**config.mk**
```make
export PLATFORM = sky130hd
export DESIGN_NAME = err_status_reg
export DESIGN_NICKNAME = d
export VERILOG_FILES = /design/src/rtl/err_sts_pkg.sv /design/src/rtl/err_flag_bank.sv /design/src/rtl/err_therm_route.sv /design/src/rtl/err_msg_gen.sv /design/src/rtl/err_status_reg.sv
export SDC_FILE = /design/constraint.sdc
export NUM_CORES = 1
export LEC_CHECK = 0
export CELL_PAD_IN_SITES_DETAIL_PLACEMENT = 1
export CELL_PAD_IN_SITES_GLOBAL_PLACEMENT = 1
export CORE_MARGIN = 3
export CORE_UTILIZATION = 21
export CTS_CLUSTER_DIAMETER = 120
export DETAILED_ROUTE_END_ITERATION = 8
export GPL_TIMING_DRIVEN = 1
export PLACE_DENSITY_LB_ADDON = 0.1
export SLEW_MARGIN = 20
export SYNTH_ARGS = -nofsm -noshare
export SYNTH_HDL_FRONTEND = slang
export SYNTH_SLANG_ARGS = --single-unit
```
**constraint.sdc**
```tcl
create_clock -name clk_i -period 3.25 [get_ports clk_i]
set_input_delay 0.325 -clock clk_i [delete_from_list [all_inputs] [get_ports clk_i]]
set_output_delay 0.325 -clock clk_i [all_outputs]
set_load 0.02 [all_outputs]
```
**src/rtl/err_sts_pkg.sv**
```systemverilog
package err_sts_pkg;
  localparam int unsigned REG_W  = 16;
  localparam int unsigned BE_W   = REG_W / 8;
  localparam int unsigned FLAG_N = 4;
  localparam int unsigned IDX_SW = 0;
  localparam int unsigned IDX_TH = 1;
  localparam int unsigned IDX_LK = 2;
  localparam int unsigned IDX_DT = 3;
  // bits 12, 11, 9, 7
  localparam logic [REG_W-1:0] FLAG_MASK = 16'h1A80;

  function automatic int unsigned flag_pos(input int unsigned idx);
    case (idx)
      IDX_SW:  return 12;
      IDX_TH:  return 11;
      IDX_LK:  return 9;
      default: return 7;
    endcase
  endfunction
endpackage

```
**src/rtl/err_flag_bank.sv**
```systemverilog
module err_flag_bank #(
  parameter int unsigned N = 4
) (
  input  logic         clk_i,
  input  logic         pg_rst_ni,
  input  logic [N-1:0] set_i,
  input  logic [N-1:0] clr_i,
  output logic [N-1:0] flag_o,
  output logic [N-1:0] rise_o
);
  logic [N-1:0] flag_q;

  for (genvar g = 0; g < N; g++) begin : g_flag
    // set beats clear
    always_ff @(posedge clk_i or negedge pg_rst_ni) begin
      if (!pg_rst_ni) flag_q[g] <= 1'b0;
      else            flag_q[g] <= set_i[g] | (flag_q[g] & ~clr_i[g]);
    end
    assign rise_o[g] = set_i[g] & ~flag_q[g];
  end

  assign flag_o = flag_q;
endmodule

```
**src/rtl/err_therm_route.sv**
```systemverilog
module err_therm_route #(
  parameter int unsigned N_TRIP = 2
) (
  input  logic [N_TRIP-1:0] trip_i,
  input  logic [N_TRIP-1:0] route_smi_i,
  input  logic [N_TRIP-1:0] route_sci_i,
  input  logic [N_TRIP-1:0] route_serr_i,
  input  logic              serr_en_i,
  input  logic              flag_i,
  output logic              set_o,
  output logic              smi_o,
  output logic              sci_o,
  output logic              serr_o
);
  logic [N_TRIP-1:0] sendable;

  for (genvar t = 0; t < N_TRIP; t++) begin : g_trip
    logic [2:0] sel;
    assign sel = {route_smi_i[t], route_sci_i[t], route_serr_i[t]};
    assign sendable[t] = trip_i[t] & ($countones(sel) == 1) &
                         (route_smi_i[t] | route_sci_i[t] | (route_serr_i[t] & serr_en_i));
  end

  // lowest sendable trip wins; nothing while flag held
  always_comb begin
    set_o  = 1'b0;
    smi_o  = 1'b0;
    sci_o  = 1'b0;
    serr_o = 1'b0;
    for (int t = 0; t < int'(N_TRIP); t++) begin
      if (!set_o && !flag_i && sendable[t]) begin
        set_o  = 1'b1;
        smi_o  = route_smi_i[t];
        sci_o  = route_sci_i[t];
        serr_o = route_serr_i[t];
      end
    end
  end
endmodule

```
**src/rtl/err_msg_gen.sv**
```systemverilog
module err_msg_gen #(
  parameter int unsigned N      = 4,
  parameter int unsigned TH_IDX = 1
) (
  input  logic         clk_i,
  input  logic         rst_ni,
  input  logic [N-1:0] rise_i,
  input  logic [N-1:0] en_i,
  input  logic         pcicmd_i,
  input  logic         th_smi_i,
  input  logic         th_sci_i,
  output logic         serr_o,
  output logic         smi_o,
  output logic         sci_o
);
  logic serr_d, smi_d, sci_d;

  assign serr_d = pcicmd_i & |(rise_i & en_i);
  assign smi_d  = rise_i[TH_IDX] & th_smi_i;
  assign sci_d  = rise_i[TH_IDX] & th_sci_i;

  always_ff @(posedge clk_i or negedge rst_ni) begin
    if (!rst_ni) begin
      serr_o <= 1'b0;
      smi_o  <= 1'b0;
      sci_o  <= 1'b0;
    end else begin
      serr_o <= serr_d;
      smi_o  <= smi_d;
      sci_o  <= sci_d;
    end
  end
endmodule

```
**src/rtl/err_status_reg.sv**
```systemverilog
module err_status_reg
  import err_sts_pkg::*;
#(
  parameter int unsigned       ADDR_W     = 8,
  parameter logic [ADDR_W-1:0] CFG_OFFSET = 8'hC8,
  parameter int unsigned       N_TRIP     = 2
) (
  input  logic              clk_i,
  input  logic              rst_ni,
  input  logic              pg_rst_ni,
  input  logic [ADDR_W-1:0] cfg_addr_i,
  input  logic              cfg_wr_i,
  input  logic [REG_W-1:0]  cfg_wdata_i,
  input  logic [BE_W-1:0]   cfg_be_i,
  output logic [REG_W-1:0]  cfg_rdata_o,
  input  logic              sw_evt_i,
  input  logic              lock_evt_i,
  input  logic              throttle_evt_i,
  input  logic [N_TRIP-1:0] trip_i,
  input  logic [N_TRIP-1:0] route_smi_i,
  input  logic [N_TRIP-1:0] route_sci_i,
  input  logic [N_TRIP-1:0] route_serr_i,
  input  logic [2:0]        errcmd_en_i,
  input  logic              pcicmd_serr_en_i,
  output logic              serr_req_o,
  output logic              smi_req_o,
  output logic              sci_req_o
);
  logic              hit;
  logic [FLAG_N-1:0] flag_set, flag_clr, flag_q, flag_rise, msg_en;
  logic              th_set, th_smi, th_sci, th_serr;
  logic [REG_W-1:0]  rd_img;

  assign hit = (cfg_addr_i == CFG_OFFSET);

  for (genvar g = 0; g < FLAG_N; g++) begin : g_clr
    localparam int unsigned P = flag_pos(g);
    assign flag_clr[g] = cfg_wr_i & hit & cfg_wdata_i[P] & cfg_be_i[P/8];
  end

  err_therm_route #(.N_TRIP(N_TRIP)) u_route (
    .trip_i       (trip_i),
    .route_smi_i  (route_smi_i),
    .route_sci_i  (route_sci_i),
    .route_serr_i (route_serr_i),
    .serr_en_i    (pcicmd_serr_en_i),
    .flag_i       (flag_q[IDX_TH]),
    .set_o        (th_set),
    .smi_o        (th_smi),
    .sci_o        (th_sci),
    .serr_o       (th_serr)
  );

  always_comb begin
    flag_set         = '0;
    flag_set[IDX_SW] = sw_evt_i;
    flag_set[IDX_TH] = th_set;
    flag_set[IDX_LK] = lock_evt_i;
    flag_set[IDX_DT] = throttle_evt_i;
    msg_en           = '0;
    msg_en[IDX_SW]   = errcmd_en_i[0];
    msg_en[IDX_TH]   = th_serr;
    msg_en[IDX_LK]   = errcmd_en_i[1];
    msg_en[IDX_DT]   = errcmd_en_i[2];
  end

  err_flag_bank #(.N(FLAG_N)) u_flags (
    .clk_i     (clk_i),
    .pg_rst_ni (pg_rst_ni),
    .set_i     (flag_set),
    .clr_i     (flag_clr),
    .flag_o    (flag_q),
    .rise_o    (flag_rise)
  );

  err_msg_gen #(.N(FLAG_N), .TH_IDX(IDX_TH)) u_msg (
    .clk_i    (clk_i),
    .rst_ni   (rst_ni),
    .rise_i   (flag_rise),
    .en_i     (msg_en),
    .pcicmd_i (pcicmd_serr_en_i),
    .th_smi_i (th_smi),
    .th_sci_i (th_sci),
    .serr_o   (serr_req_o),
    .smi_o    (smi_req_o),
    .sci_o    (sci_req_o)
  );

  always_comb begin
    rd_img = '0;
    for (int i = 0; i < int'(FLAG_N); i++) rd_img[flag_pos(i)] = flag_q[i];
  end

  assign cfg_rdata_o = hit ? rd_img : '0;
endmodule

```
==> impl_metrics.yaml, run 1 <==
min_path:
  hold_path.class: "input port to async pin"
final_layout:
  final_cell_mix: "39 x clkdlybuf4s50_1, 12 x conb_1, 8 x nand2_1"
  fillers: 365
  drive_above_1_share_pct: 5.22
  final_cell_area_um2: 1110
  fin_util_pct: 36.0
  final_nets: 169
  diodes: 0
  final_common_cell: "clkdlybuf4s50_1"
  syn2layout_area_growth_pct: 61.7
grt:
  grt_use_met1_pct: 11.1
  globalRoute.busiestLayer: "met2"
  use_met2_pct: 17.1
  grt_max_degree: 9
  grt_pass1_vias: 660
  antenna_found_initial: 0
  grt_pass1_wl_um: 3080
  gr-total-overflow: 0
  grt_use_met3_pct: 3.92
  grt.total_usage_pct: 9.74
placed_design:
  dpl-instance-area_um2: 1080
  dp_hpwl_um: 1680
  portBuffers: 39
  gp_congestion: 0.754
job:
  drv_cap: 0
setup_path:
  crit_chain: "clkdlybuf4s50_1 > or4_4 > nor2_1 > and2_1 > clkdlybuf4s50_1"
  timing.rr.start: "u_flags.flag_o[1]"
  critPathLaunchType: "input port"
  crit_path_top_delay_cell: "clkdlybuf4s50_1"
  worstPathMaxFanout: 5
  setup.worst_path.start: "cfg_addr_i[5]"
  cp-end-kind: "output port"
  arrival_ps: 2280
  cp.required_ps: 2920
  cpPeakStageDelay_ps: 600
  crit_top_cell: "clkdlybuf4s50_1"
  crit_type: "input port to output port"
detailed_routing:
  drtIter0Drc: 13
  drt_wl_total_um: 1870
  ant_nets: 0
  routed_via_density: 4.07
  wl_per_cell_um: 11.8
  route.detailed.drc: 0
  vias: 647
  drt_pass1_iterations: 3
power_and_ir_drop:
  leakage_nw: 0.465
  vdd_drop_max_mv: 0.0842
  power_density_nw_per_um2: 262
synth:
  async_reset_ff_share_pct: 100
  ys_ff_latch: 7
  synth_flop_cell: "dfrtp_1"
  avgSynthCellArea_um2: 9.39
  ys_warn_count: 0
  synth_cell_types: 27
  synth_seq_area_share_pct: 25.5
  syn-instance-count: 73
  netlist_area_um2: 686
  synth_edf_count: 0
sta:
  max_freq_mhz: 384
  fin_worst_skew_ps: 7.82
  drv_slew: 0
  period_needed_ps: 2600
  hold_violations: 0
  setup_violations: 0
  setup_tns_ps: 0
  rsz0062_at_grt: "no"
  min_period_over_period_pct: 80.1
clock_tree:
  path_clk_slew_ps: 50
  clockRootBuffer: "clkbuf_4"
  clock_latency_ps: 250
  htreeDepth: 1
  clkSinkCount: 7
  postCtsResizedCells: 0
  cts_tree: "built"
  cts_inserted_buffers: 3
  post_cts_buffers: 0
  clk_path_buf_depth: 2
  postCtsHoldBufs: 0
die:
  fp.dieArea_um2: 3990
  core_um2: 3080
  die_width_um: 63.1
  ios: 64
  start_util_pct: 22.3
  rows: 20
  die_h_um: 63.1
run_status:
  status: "finished clean"
stage by stage:
step           setup slack, ps  instances  total power [mW]  hold WS (ps)
6_report                   647        159             0.290           258
5_1_grt                    539        159             0.317           244
4_1_cts                    629        159             0.296           257
3_5_place_dp               630        155             0.216           527
3_3_place_gp               647        155             0.214           513
2_1_floorplan             1360         84             0.166          29.4
state kept, by name (all words and copies together), names as in the netlist:
signal          cells
u_msg.serr_o        1
u_msg.smi_o         1
u_msg.sci_o         1
u_flags.flag_o      4
critical path: cells and delay by family:
family / cells / cell delay, ps
buf+inv: 2 / 1000
simple gates: 3 / 950
final cells by class:
type | instances | area, µm² | area share, %
Clock buffer | 4 | 26.3 | 2.37
Inverter | 7 | 26.3 | 2.37
Multi-Input combinational cell | 58 | 435 | 39.3
Sequential cell | 7 | 175 | 15.8
Tap cell | 44 | 55.1 | 4.97
Timing Repair Buffer | 39 | 390 | 35.2
per-layer routing:
layer / vias up / routed length (µm)
met2: 23 / 1010
met3: 0 / 152
met5: - / 0
met4: 0 / 0
met1: 306 / 706
li1: 318 / -
power by group:
| part | internal, mW | total [mW] | switching, mW |
|---|---|---|---|
| Combinational | 0.0604 | 0.104 | 0.0440 |
| Clock | 0.0468 | 0.0773 | 0.0306 |
| Sequential | 0.0951 | 0.108 | 0.0130 |
path summary, 6_finish.rpt:
kind	endpoint	cells after the start	slack (ps)
min in group clk_i	u_flags.flag_o[3]	2	540
hold / removal	u_msg.serr_o	1	260
max in group asynchronous	u_flags.flag_o[1]	1	2790
setup / recovery	cfg_rdata_o[11]	5	650
hold reg to reg	u_flags.flag_o[3]	2	540
setup reg to reg	u_msg.serr_o	2	2050
cell usage after synthesis (2+ instances only):
library cell	number	area, µm²
fa_1	2	40.0
ha_1	6	75.1
a22o_1	2	17.5
nor2_1	2	7.51
nand2b_1	3	18.8
o41ai_1	3	26.3
buf_4	12	90.1
nand2_1	8	30.0
and2_1	5	31.3
dfrtp_1	7	175
inv_1	7	26.3
logic make-up after synthesis:
kind of cell	Yosys count	synth area share (%)
AO/OA/AOI/OAI	13	17.5
buffers and inverters	19	17.0
AND/OR/NAND/NOR	25	22.6
flip-flops	7	25.5
adder cells (fa/ha/maj)	8	16.8
other	1	0.547
Power figures use the tool's default switching activity.
==> run 2: changes to the inputs <==
- CORE_UTILIZATION: 21 -> 20
- clock period: 3.25 -> 2.5 ns (I/O delays scaled with it)
==> run 2 against run 1 <==
Setup slack worse by 490 ps. Non-clock buffer count is 4 higher. Critical path depth stayed put. Design area is 2.9% higher. First-iteration DRC count is 69% lower. Count of clock-buffer cells in the layout stayed put. Sequential cell count stayed put. Critical endpoint is now cfg_rdata_o[12]. Register-to-register slack worse by 770 ps. Total power is 32% higher. Largest power group unchanged. Sequential share of layout area is 0.45 points lower. Clock power is 33% higher.
==> impl_metrics.yaml, run 2 (synthesis results as in run 1) <==
run_status:
  status: "finished clean"
detailed_routing:
  drt_wl_total_um: 1950
  routed_via_density: 4.06
  ant_nets: 0
  route.detailed.drc: 0
  drtIter0Drc: 4
  vias: 662
  drt_pass1_iterations: 4
  wl_per_cell_um: 12.0
sta:
  fin_worst_skew_ps: 7.62
  setup_violations: 0
  period_needed_ps: 2350
  max_freq_mhz: 426
  rsz0062_at_grt: "no"
  hold_ws_ps: 182
  timing.final.ws_setup_ps: 152
  setup_tns_ps: 0
  min_period_over_period_pct: 93.9
  drv_slew: 0
  hold_violations: 0
setup_path:
  path_buf_inv: 2
  cp.required_ps: 2250
  ff2ff_setup_slack_ps: 1280
  crit_path_top_delay_cell: "clkdlybuf4s50_1"
  cpPeakStageDelay_ps: 600
  crit_top_cell: "clkdlybuf4s50_1"
  critical_path.top_delay_family: "buffers and inverters"
  critPathLaunchType: "input port"
  crit_type: "input port to output port"
  arrival_ps: 2100
  crit_chain: "clkdlybuf4s50_1 > or4_4 > nor2_2 > and2_1 > clkdlybuf4s50_1"
  worstPathMaxFanout: 4
  cp-end-kind: "output port"
grt:
  grt_pass1_wl_um: 3040
  grt_pass1_vias: 686
  gr-total-overflow: 0
  antenna_found_initial: 0
  grt.total_usage_pct: 9.29
  grt_max_degree: 9
placed_design:
  portBuffers: 39
  dpl-instance-area_um2: 1110
  dp_hpwl_um: 1730
  gp_congestion: 0.726
  dp.cells: 159
  dpl_worst_slack_ps: 5.10
final_layout:
  final_cell_mix: "39 x clkdlybuf4s50_1, 12 x conb_1, 8 x nand2_1"
  multi_input_area_um2: 438
  seqCellArea_um2: 175
  fillers: 386
  final_common_cell: "clkdlybuf4s50_1"
  diodes: 0
  fin_util_pct: 36.2
  drive_above_1_share_pct: 9.24
  syn2layout_area_growth_pct: 66.4
  final_cell_area_um2: 1140
  largest_reg_flops: 4
  instances_no_fill: 163
  final_nets: 173
min_path:
  hold_path.class: "input port to async pin"
power_and_ir_drop:
  leakage_nw: 0.483
  p_total_mw: 0.383
  vdd_drop_max_mv: 0.0779
  power_density_nw_per_um2: 335
clock_tree:
  clockRootBuffer: "clkbuf_4"
  clk_path_buf_depth: 2
  clkSinkCount: 7
  clock_latency_ps: 250
  htreeDepth: 1
  path_clk_slew_ps: 50
  post_cts_buffers: 0
  cts_tree: "built"
  cts_inserted_buffers: 3
die:
  die_h_um: 64.6
  start_util_pct: 21.7
  core_um2: 3150
  rows: 20
  fp.dieArea_um2: 4170
  die_width_um: 64.6
  ios: 64
job:
  drv_cap: 0
-- run 2: what timing repair did --
item | 4_1_cts | 5_1_grt
gates resized for setup | 0 | 1
endpoints found under the setup margin | 0 | 3
hold buffers | 0 | 0
-- run 2: metal layers --
| metal | global-route usage, % | routed length, µm | vias up |
|---|---|---|---|
| li1 | - | - | 327 |
| met1 | 11.5 | 855 | 307 |
| met2 | 14.9 | 928 | 26 |
| met3 | 3.12 | 157 | 2 |
| met4 | 3.17 | 6 | 0 |
| met5 | 0 | 0 | - |
-- run 2: path summary, 6_finish.rpt --
path                                           to  cells past startpoint               from
max in group asynchronous       u_flags.flag_o[1]                      1          pg_rst_ni
min in group clk_i              u_flags.flag_o[2]                      2  u_flags.flag_o[2]
worst min-delay path                 u_msg.serr_o                      1             rst_ni
worst min register to register  u_flags.flag_o[2]                      2  u_flags.flag_o[2]
worst max register to register       u_msg.serr_o                      2  u_flags.flag_o[1]
worst max-delay path              cfg_rdata_o[12]                      5      cfg_addr_i[5]
-- run 2: final cells by class --
class                           instances  area share, %
Sequential cell                         7           15.4
Tap cell                               44           4.82
Clock buffer                            4           2.30
Timing Repair Buffer                   43           36.8
Multi-Input combinational cell         58           38.4
Inverter                                7           2.30
-- run 2: power by group --
group / internal (mW) / switching (mW)
registers: 0.124 / 0.0167
clock network: 0.0609 / 0.0420
logic: 0.0813 / 0.0582
==> run 3: changes to the inputs <==
- SKIP_LAST_GASP: unset -> 1
==> results of run 3 <==
The final DEF is identical to that of run 2; final timing and power are the same.
